### src/rtl/fp_mul_pkg.sv
package fp_mul_pkg;

    typedef enum logic [2:0] {
        CLS_ZERO,
        CLS_SUB,
        CLS_NORM,
        CLS_INF,
        CLS_QNAN,
        CLS_SNAN
    } fp_cls_e;

    typedef struct packed {
        logic invalid;
        logic divzero;
        logic overflow;
        logic underflow;
        logic inexact;
    } fp_exc_t;

endpackage

### src/rtl/fp_mul_unpack.sv
module fp_mul_unpack
    import fp_mul_pkg::*;
#(
    parameter int EXP_W = 8,
    parameter int SIG_W = 24
) (
    input  logic [EXP_W+SIG_W-1:0] op,
    output logic                   sign,
    output fp_cls_e                cls,
    output logic [SIG_W-1:0]       sig,
    output logic [EXP_W-1:0]       exp_eff
);
    localparam int W      = EXP_W + SIG_W;
    localparam int FRAC_W = SIG_W - 1;

    logic [EXP_W-1:0]  exp_f;
    logic [FRAC_W-1:0] frac;
    logic              exp_max;
    logic              exp_zero;
    logic              frac_nz;

    always_comb begin
        sign     = op[W-1];
        exp_f    = op[W-2 -: EXP_W];
        frac     = op[FRAC_W-1:0];
        exp_max  = &exp_f;
        exp_zero = ~|exp_f;
        frac_nz  = |frac;
        if (exp_max) begin
            if (!frac_nz)               cls = CLS_INF;
            else if (frac[FRAC_W-1])    cls = CLS_QNAN;
            else                        cls = CLS_SNAN;
        end else if (exp_zero) begin
            cls = frac_nz ? CLS_SUB : CLS_ZERO;
        end else begin
            cls = CLS_NORM;
        end
        // Hidden bit is one only for normal encodings; subnormals use exponent 1.
        sig     = {~exp_zero, frac};
        exp_eff = exp_zero ? EXP_W'(1) : exp_f;
    end

endmodule

### src/rtl/fp_mul_core.sv
module fp_mul_core
    import fp_mul_pkg::*;
#(
    parameter int EXP_W = 8,
    parameter int SIG_W = 24
) (
    input  logic                   sign,
    input  logic [SIG_W-1:0]       sig_a,
    input  logic [SIG_W-1:0]       sig_b,
    input  logic [EXP_W-1:0]       exp_a,
    input  logic [EXP_W-1:0]       exp_b,
    output logic [EXP_W+SIG_W-1:0] val,
    output fp_exc_t                exc
);
    localparam int P      = 2 * SIG_W;
    localparam int FRAC_W = SIG_W - 1;
    localparam int XW     = EXP_W + $clog2(P) + 3;
    localparam int BIAS   = (1 << (EXP_W - 1)) - 1;
    localparam int EMAX   = (1 << EXP_W) - 1;

    logic [P-1:0]           prod_w;
    int                     lead;
    logic [P-1:0]           norm;
    logic signed [XW-1:0]   re;
    int                     rsh;
    logic [XW-1:0]          e_enc;
    logic [2*P-1:0]         ext;
    logic [SIG_W-1:0]       mant;
    logic                   g_bit, r_bit, s_bit, inc, lost;
    logic [XW+FRAC_W-1:0]   sum;
    logic [XW-1:0]          e_out;
    logic                   ovf;

    always_comb begin
        prod_w = {{SIG_W{1'b0}}, sig_a} * {{SIG_W{1'b0}}, sig_b};

        lead = 0;
        for (int i = 0; i < P; i++) begin
            if (prod_w[i]) lead = i;
        end
        norm = prod_w << (P - 1 - lead);

        // Biased exponent of the value 1.f with the leading one at position lead.
        re = XW'(lead) - XW'(2 * FRAC_W) + XW'(exp_a) + XW'(exp_b) - XW'(BIAS);

        if (re < 1) begin
            rsh = 1 - int'(re);
            if (rsh > P + 1) rsh = P + 1;
            e_enc = '0;
        end else begin
            rsh   = 0;
            e_enc = re;
        end

        ext   = {norm, {P{1'b0}}} >> rsh;
        mant  = ext[2*P-1 -: SIG_W];
        g_bit = ext[2*P-1-SIG_W];
        r_bit = ext[2*P-2-SIG_W];
        s_bit = |ext[2*P-3-SIG_W:0];
        lost  = g_bit | r_bit | s_bit;
        inc   = g_bit & (r_bit | s_bit | mant[0]);

        // Exponent and fraction side by side: a fraction carry bumps the exponent.
        sum   = {e_enc, mant[FRAC_W-1:0]} + (XW+FRAC_W)'(inc);
        e_out = sum[XW+FRAC_W-1 -: XW];
        ovf   = (e_out >= XW'(EMAX));

        exc           = '0;
        exc.overflow  = ovf;
        exc.inexact   = lost | ovf;
        exc.underflow = ~ovf & lost & (e_out == '0);
        if (ovf) val = {sign, {EXP_W{1'b1}}, {FRAC_W{1'b0}}};
        else     val = {sign, e_out[EXP_W-1:0], sum[FRAC_W-1:0]};
    end

endmodule

### src/rtl/fp_mul_exc.sv
module fp_mul_exc
    import fp_mul_pkg::*;
#(
    parameter int EXP_W = 8,
    parameter int SIG_W = 24
) (
    input  logic                   clk,
    input  logic                   rst_n,
    input  logic [EXP_W+SIG_W-1:0] op_a,
    input  logic [EXP_W+SIG_W-1:0] op_b,
    output logic [EXP_W+SIG_W-1:0] prod,
    output logic                   exc_invalid,
    output logic                   exc_divzero,
    output logic                   exc_overflow,
    output logic                   exc_underflow,
    output logic                   exc_inexact
);
    localparam int W      = EXP_W + SIG_W;
    localparam int FRAC_W = SIG_W - 1;
    localparam logic [W-1:0] QNAN_C = {1'b0, {EXP_W{1'b1}}, 1'b1, {(FRAC_W-1){1'b0}}};

    typedef struct packed {
        logic [W-1:0] val;
        fp_exc_t      exc;
    } res_t;

    logic [W-1:0]     ops     [2];
    logic [1:0]       sgn;
    fp_cls_e          cls     [2];
    logic [SIG_W-1:0] sig     [2];
    logic [EXP_W-1:0] exp_eff [2];
    logic [W-1:0]     core_val;
    fp_exc_t          core_exc;
    logic             res_sign;
    logic             any_nan, any_snan, any_inf, any_zero;
    res_t             res_d, res_q;

    assign ops[0] = op_a;
    assign ops[1] = op_b;

    for (genvar k = 0; k < 2; k++) begin : g_unpack
        fp_mul_unpack #(.EXP_W(EXP_W), .SIG_W(SIG_W)) u_unpack (
            .op      (ops[k]),
            .sign    (sgn[k]),
            .cls     (cls[k]),
            .sig     (sig[k]),
            .exp_eff (exp_eff[k])
        );
    end

    assign res_sign = sgn[0] ^ sgn[1];

    fp_mul_core #(.EXP_W(EXP_W), .SIG_W(SIG_W)) u_core (
        .sign  (res_sign),
        .sig_a (sig[0]),
        .sig_b (sig[1]),
        .exp_a (exp_eff[0]),
        .exp_b (exp_eff[1]),
        .val   (core_val),
        .exc   (core_exc)
    );

    always_comb begin
        any_snan = (cls[0] == CLS_SNAN) | (cls[1] == CLS_SNAN);
        any_nan  = any_snan | (cls[0] == CLS_QNAN) | (cls[1] == CLS_QNAN);
        any_inf  = (cls[0] == CLS_INF)  | (cls[1] == CLS_INF);
        any_zero = (cls[0] == CLS_ZERO) | (cls[1] == CLS_ZERO);

        res_d.val = core_val;
        res_d.exc = core_exc;
        if (any_nan) begin
            res_d.val         = QNAN_C;
            res_d.exc         = '0;
            res_d.exc.invalid = any_snan;
        end else if (any_inf && any_zero) begin
            res_d.val         = QNAN_C;
            res_d.exc         = '0;
            res_d.exc.invalid = 1'b1;
        end else if (any_inf) begin
            res_d.val = {res_sign, {EXP_W{1'b1}}, {FRAC_W{1'b0}}};
            res_d.exc = '0;
        end else if (any_zero) begin
            res_d.val = {res_sign, {(W-1){1'b0}}};
            res_d.exc = '0;
        end
    end

    always_ff @(posedge clk or negedge rst_n) begin
        if (!rst_n) res_q <= '0;
        else        res_q <= res_d;
    end

    assign prod          = res_q.val;
    assign exc_invalid   = res_q.exc.invalid;
    assign exc_divzero   = res_q.exc.divzero;
    assign exc_overflow  = res_q.exc.overflow;
    assign exc_underflow = res_q.exc.underflow;
    assign exc_inexact   = res_q.exc.inexact;

endmodule

### config.mk
export PLATFORM = sky130hd
export DESIGN_NAME = fp_mul_exc
export DESIGN_NICKNAME = d
export VERILOG_FILES = /design/src/rtl/fp_mul_pkg.sv /design/src/rtl/fp_mul_unpack.sv /design/src/rtl/fp_mul_core.sv /design/src/rtl/fp_mul_exc.sv
export SDC_FILE = /design/constraint.sdc
export NUM_CORES = 2
export LEC_CHECK = 0
export BUFFER_PORTS_ARGS = -buffer_cell sky130_fd_sc_hd__buf_2
export CAP_MARGIN = 20
export CORE_ASPECT_RATIO = 1.2
export CORE_MARGIN = 2
export CORE_UTILIZATION = 60
export DETAILED_ROUTE_END_ITERATION = 8
export PLACE_DENSITY_LB_ADDON = 0.12
export SLEW_MARGIN = 20
export SYNTH_ARGS = -nofsm -noshare
export SYNTH_HDL_FRONTEND = slang
export SYNTH_SLANG_ARGS = --single-unit
### constraint.sdc
create_clock -name clk -period 0.8 [get_ports clk]
set_input_delay 0.08 -clock clk [delete_from_list [all_inputs] [get_ports clk]]
set_output_delay 0.08 -clock clk [all_outputs]
set_load 0.1 [all_outputs]
==> metrics.md, run 1 <==
| Metric | Value |
|---|---|
| Status | `aborted with a tool error` |
| Failed at | `5_1_grt` |
| Error | `[ERROR GRT-0232] Routing congestion too high. Check the congestion heatmap in the GUI.` |
| Asr flop ratio synth | `100%` |
| Syn Nets | `4,881` |
| Yosys warns | `0` |
| Row count | `93` |
| Top post-synthesis cells by area | `fa_1 (30%), ha_1 (7.7%), inv_1 (6.7%)` |
| DP HPWL | `125,000 um` |
| Yosys top cell area share | `30.4%` |
| Most used DFF post-synth | `dfrtp_1` |
| Seq/Total Area, Yosys | `2.79%` |
| Die width | `216 um` |
| GR Overflow Total | `1,722` |
| DP Cell Count | `5,863` |
| Post-Syn Area | `0.0323 sq mm` |
| Routability cong. | `1.11` |
| Clock Path Buffers | `2` |
| Unique masters post-synth | `127` |
| Number of port buffers | `101` |
| Io pins | `103` |
| Initial core utilization | `60.5%` |
| Yosys top cell by area | `fa_1` |
| Syn avg cell area | `7.83 sq um` |
| GR repair worst EP | `exc_underflow$_DFF_PN0_/D` |
| CTS Buf Count | `5` |
| GRT Total Usage | `94.7%` |
| Largest net degree at the start of global routing | `88` |
| Seq cells post-synth | `36` |
| Root buf cell | `clkbuf_16` |
| Clock sink count | `36` |
| Worst-path endpoint category | `sequential cell input` |
| Post-DP Area | `0.0426 sq mm` |
| Die height | `258 um` |
| Post-synth EDFFs | `0` |
| H-tree depth reported by CTS | `2` |
| Post-Synthesis Cells | `4,125` |
per-stage QoR:
stage               utilization (%)  hold WS [ps]  setup WS, ps
floorplan                         -          -216        -13320
global placement               79.8         -45.1        -13820
detailed placement             79.8         -43.9        -14430
CTS                            82.2           125        -13390
metal layers:
metal / GRT overflow / track usage, %
met2: 1049 / 108
met1: 69 / 90.0
met3: 98 / 84.9
met5: 16 / 64.1
met4: 490 / 101
repair_timing:
action,CTS
setup buffers,36
gates cloned,2
hold endpoints to repair,36
endpoints found under the setup margin,72
pin swaps,72
resized for setup,160
hold buffers,1
logic make-up after synthesis:
logic type	count (synthesis)	share of synthesized area [%]
and+or+nand+nor	1530	23.5
AOI/OAI and AO/OA	834	19.0
buffers and inverters	823	10.1
adders and majority gates	691	38.2
muxes	136	4.46
xor gates and xnor gates	74	2.01
DFF	36	2.79
other	1	0.0116
synthesized netlist by cell type (10+ instances only):
cell type  number
a21o_1         41
ha_1          199
o31ai_1        22
inv_1         574
a21oi_1       154
mux2i_1        96
nand2b_1       22
nand2_1       549
a211oi_1       43
nor2_1        228
or2_2          14
o22ai_1        42
fa_1          491
a2111oi_0      11
o21ai_0       111
and2_1        302
buf_4          13
or3_1          16
nor3_1        117
o21a_1         22
o2bb2ai_1      12
and3_1         32
o221ai_1       18
dfrtp_1        36
mux2_2         35
buf_2          40
a221oi_1       19
nand3_1        94
clkbuf_1      175
a31oi_1        34
a211o_1        15
nand4_1        40
a32oi_1        16
xnor2_1        47
o21ai_1        17
xor2_1         27
o32ai_1        10
a22oi_1        16
o211ai_1       49
nor2b_1        14
nor4_1         44
==> run 2, diff against run 1 <==
Settings changed: CORE_ASPECT_RATIO 1.2 to unset, CORE_UTILIZATION 60 to 40, PLACE_DENSITY_LB_ADDON 0.12 to 0.15.
==> run 2 against run 1 <==
Compared with the run above:
- the flow now finishes, with violations (setup timing)
- synthesized cell count is the same
- area after synthesis unchanged
==> metrics.md, run 2 <==
| Metric | Value |
|---|---|
| Status | `finished, violations left (was aborted with a tool error)` |
| Failing checks | `setup timing` |
| Clock Path Buffers | `2 (unchanged)` |
| Vias in the first global route | `36,400` |
| Worst setup margin | `-13,320 ps` |
| First-pass GRT wire length | `213,000 um` |
| Post-DP Area | `0.0437 sq mm (was 0.0426 sq mm)` |
| Row count | `104 (was 93)` |
| Fin crit period | `14,120 ps` |
| Ratio of cells with drive above 1 in the final layout | `34.3%` |
| Final wirelength | `137,000 um` |
| Period utilisation layout | `1760%` |
| Post-synth EDFFs | `0 (unchanged)` |
| Synth top cells by count | `inv_1 (574), nand2_1 (549), fa_1 (491) (unchanged)` |
| Final Hold Fails | `0` |
| Die height | `288 um (was 258 um)` |
| Final Util | `57.2%` |
| DRT Pass-1 Iters | `6` |
| Nets | `6,053` |
| FMAX | `70.8 MHz` |
| 1st-iter DRT viols | `3,505` |
| Yosys top cell area share | `30.4% (unchanged)` |
| Slew of the pin with the lowest slew margin | `1010 ps` |
| Root buf cell | `clkbuf_16 (unchanged)` |
| GRT Total Usage | `32.9%` |
| CP max stage cell | `fa_1` |
| Largest net degree at the start of global routing | `74` |
| CP max FO | `8` |
| Die width | `288 um (was 216 um)` |
| Worst-path clk slew | `60 ps` |
| Io pins | `103 (unchanged)` |
| H-tree depth reported by CTS | `2 (unchanged)` |
| Worst Setup End Kind | `flip-flop` |
| Final setup viols | `72` |
| DP HPWL | `117,000 um (was 125,000 um)` |
| Seq cells post-synth | `36 (unchanged)` |
| Max_slew headroom | `32.9%` |
| Hold Worst Slack | `119 ps` |
| Final Slew Violations | `0` |
| Most frequent cells in the layout | `buf_4 (1,263), inv_1 (572), nand2_1 (528)` |
| Unique masters post-synth | `127 (unchanged)` |
| RSZ-0062 raised after global routing | `true` |
| Number of flip-flops in the largest register | `32` |
| Syn Nets | `4,881 (unchanged)` |
| Worst min path class | `input pin to flip-flop` |
| Vias/cell | `5.60` |
| Critical Path Source | `op_a[14]` |
| Antenna violations before repair | `1` |
| Worst EP arrival | `14,300 ps` |
| Critical path class | `input pin to flip-flop` |
| GR Overflow Total | `0` |
| Post-Syn Area | `0.0323 sq mm (unchanged)` |
| CTS Buf Count | `5 (unchanged)` |
| Yosys warns | `0 (unchanged)` |
| CP Depth | `61` |
| Post-DRT Antenna Nets | `0` |
| Most used cell, CP | `fa_1` |
| CP Launch Type | `input pin` |
| Most common cell after layout, fill and taps aside | `buf_4` |
| MaxCap Viol Count | `0` |
| Drc violations | `0` |
| Routability cong. | `1.03 (was 1.11)` |
| Top post-synthesis cells by area | `fa_1 (30%), ha_1 (7.7%), inv_1 (6.7%) (unchanged)` |
| Max incr delay on CP | `560 ps` |
| Post-Synthesis Cells | `4,125 (unchanged)` |
| Seq/Total Area, Yosys | `2.79% (unchanged)` |
| Area Growth Syn to Fin | `42.1%` |
| Final instance area | `0.0459 sq mm` |
| Yosys top cell by area | `fa_1 (unchanged)` |
| Clock sink count | `36 (unchanged)` |
| DR vias | `35,600` |
| CP top delay family | `adder cells` |
| CTS tree | `built` |
| Die footprint | `0.0831 sq mm` |
| Worst path bufs/invs | `16` |
| Most used DFF post-synth | `dfrtp_1 (unchanged)` |
| Count leader, synth | `inv_1 (unchanged)` |
| Ant diodes | `0` |
| Number of port buffers | `101 (unchanged)` |
| Syn avg cell area | `7.83 sq um (unchanged)` |
| Asr flop ratio synth | `100% (unchanged)` |
| Worst setup endpoint | `prod[19]$_DFF_PN0_` |
| Initial core utilization | `40.2% (was 60.5%)` |
| Drt wl/cell | `21.5 um` |
| Core ar. | `0.0803 sq mm` |
| WP data required | `980 ps` |
-- run 2: cell counts after synthesis --
Identical to the previous run, type by type.
-- run 2: how the worst min path moves through the flow --
stage	start	to	slack, ps	cells after the start
4_1_cts	op_a[31]	prod[31]$_DFF_PN0_	120	3
2_1_floorplan	rst_n	exc_inexact$_DFF_PN0_	-220	0
6_report	op_a[31]	prod[31]$_DFF_PN0_	120	3
5_1_grt	op_a[31]	prod[31]$_DFF_PN0_	130	3
3_3_place_gp	rst_n	prod[28]$_DFF_PN0_	50	2
3_5_place_dp	rst_n	prod[26]$_DFF_PN0_	60	2
-- run 2: layout make-up --
cell class | instances | area [sq um]
fill | 7500 | 34400
sequential | 36 | 940
tap | 1060 | 1330
inverter | 578 | 2170
clock buffer | 7 | 133
clock inverter | 1 | 5.00
timing repair buffer | 1410 | 11500
multi-input combinational | 3266 | 29900
-- run 2: what timing repair did --
item                       in CTS  in global routing
hold endpoints to repair       36                  0
hold buffers                    1                  0
setup endpoints to repair      72                 72
pin swaps                      60                 66
cloned                          2                  0
resized for setup             220                109
buffers inserted               34                 31
-- run 2: routing by layer --
| metal | wire length (um) | track usage (%) | part of all wire, % |
|---|---|---|---|
| met3 | 10300 | 3.96 | 7.6 |
| met1 | 59900 | 46.5 | 44 |
| met4 | 4850 | 9.12 | 3.6 |
| met2 | 61400 | 53.0 | 45 |
| met5 | 13 | 0 | 0.0095 |
-- run 2: metrics by stage --
step,setup TNS (ps),std cells,worst slack [ps]
2_1_floorplan,-448860,4125,-13320
5_1_grt,-472340,6358,-13810
4_1_cts,-446660,6329,-13080
3_3_place_gp,-486750,6284,-14460
6_report,-453870,6358,-13320
3_5_place_dp,-485220,6284,-14390
-- run 2: cell families after synthesis --
| group | count (synthesis) | synth area share [%] |
|---|---|---|
| AO/OA/AOI/OAI | 834 | 19.0 |
| buffers and inverters | 823 | 10.1 |
| AND/OR/NAND/NOR | 1530 | 23.5 |
| XOR/XNOR | 74 | 2.01 |
| adder cells (fa/ha/maj) | 691 | 38.2 |
| other | 1 | 0.0116 |
| multiplexers | 136 | 4.46 |
| flip-flops | 36 | 2.79 |
Power of run 2 is not shown: default switching activity piles up to over one toggle a cycle in this logic, so the estimate is an artifact.
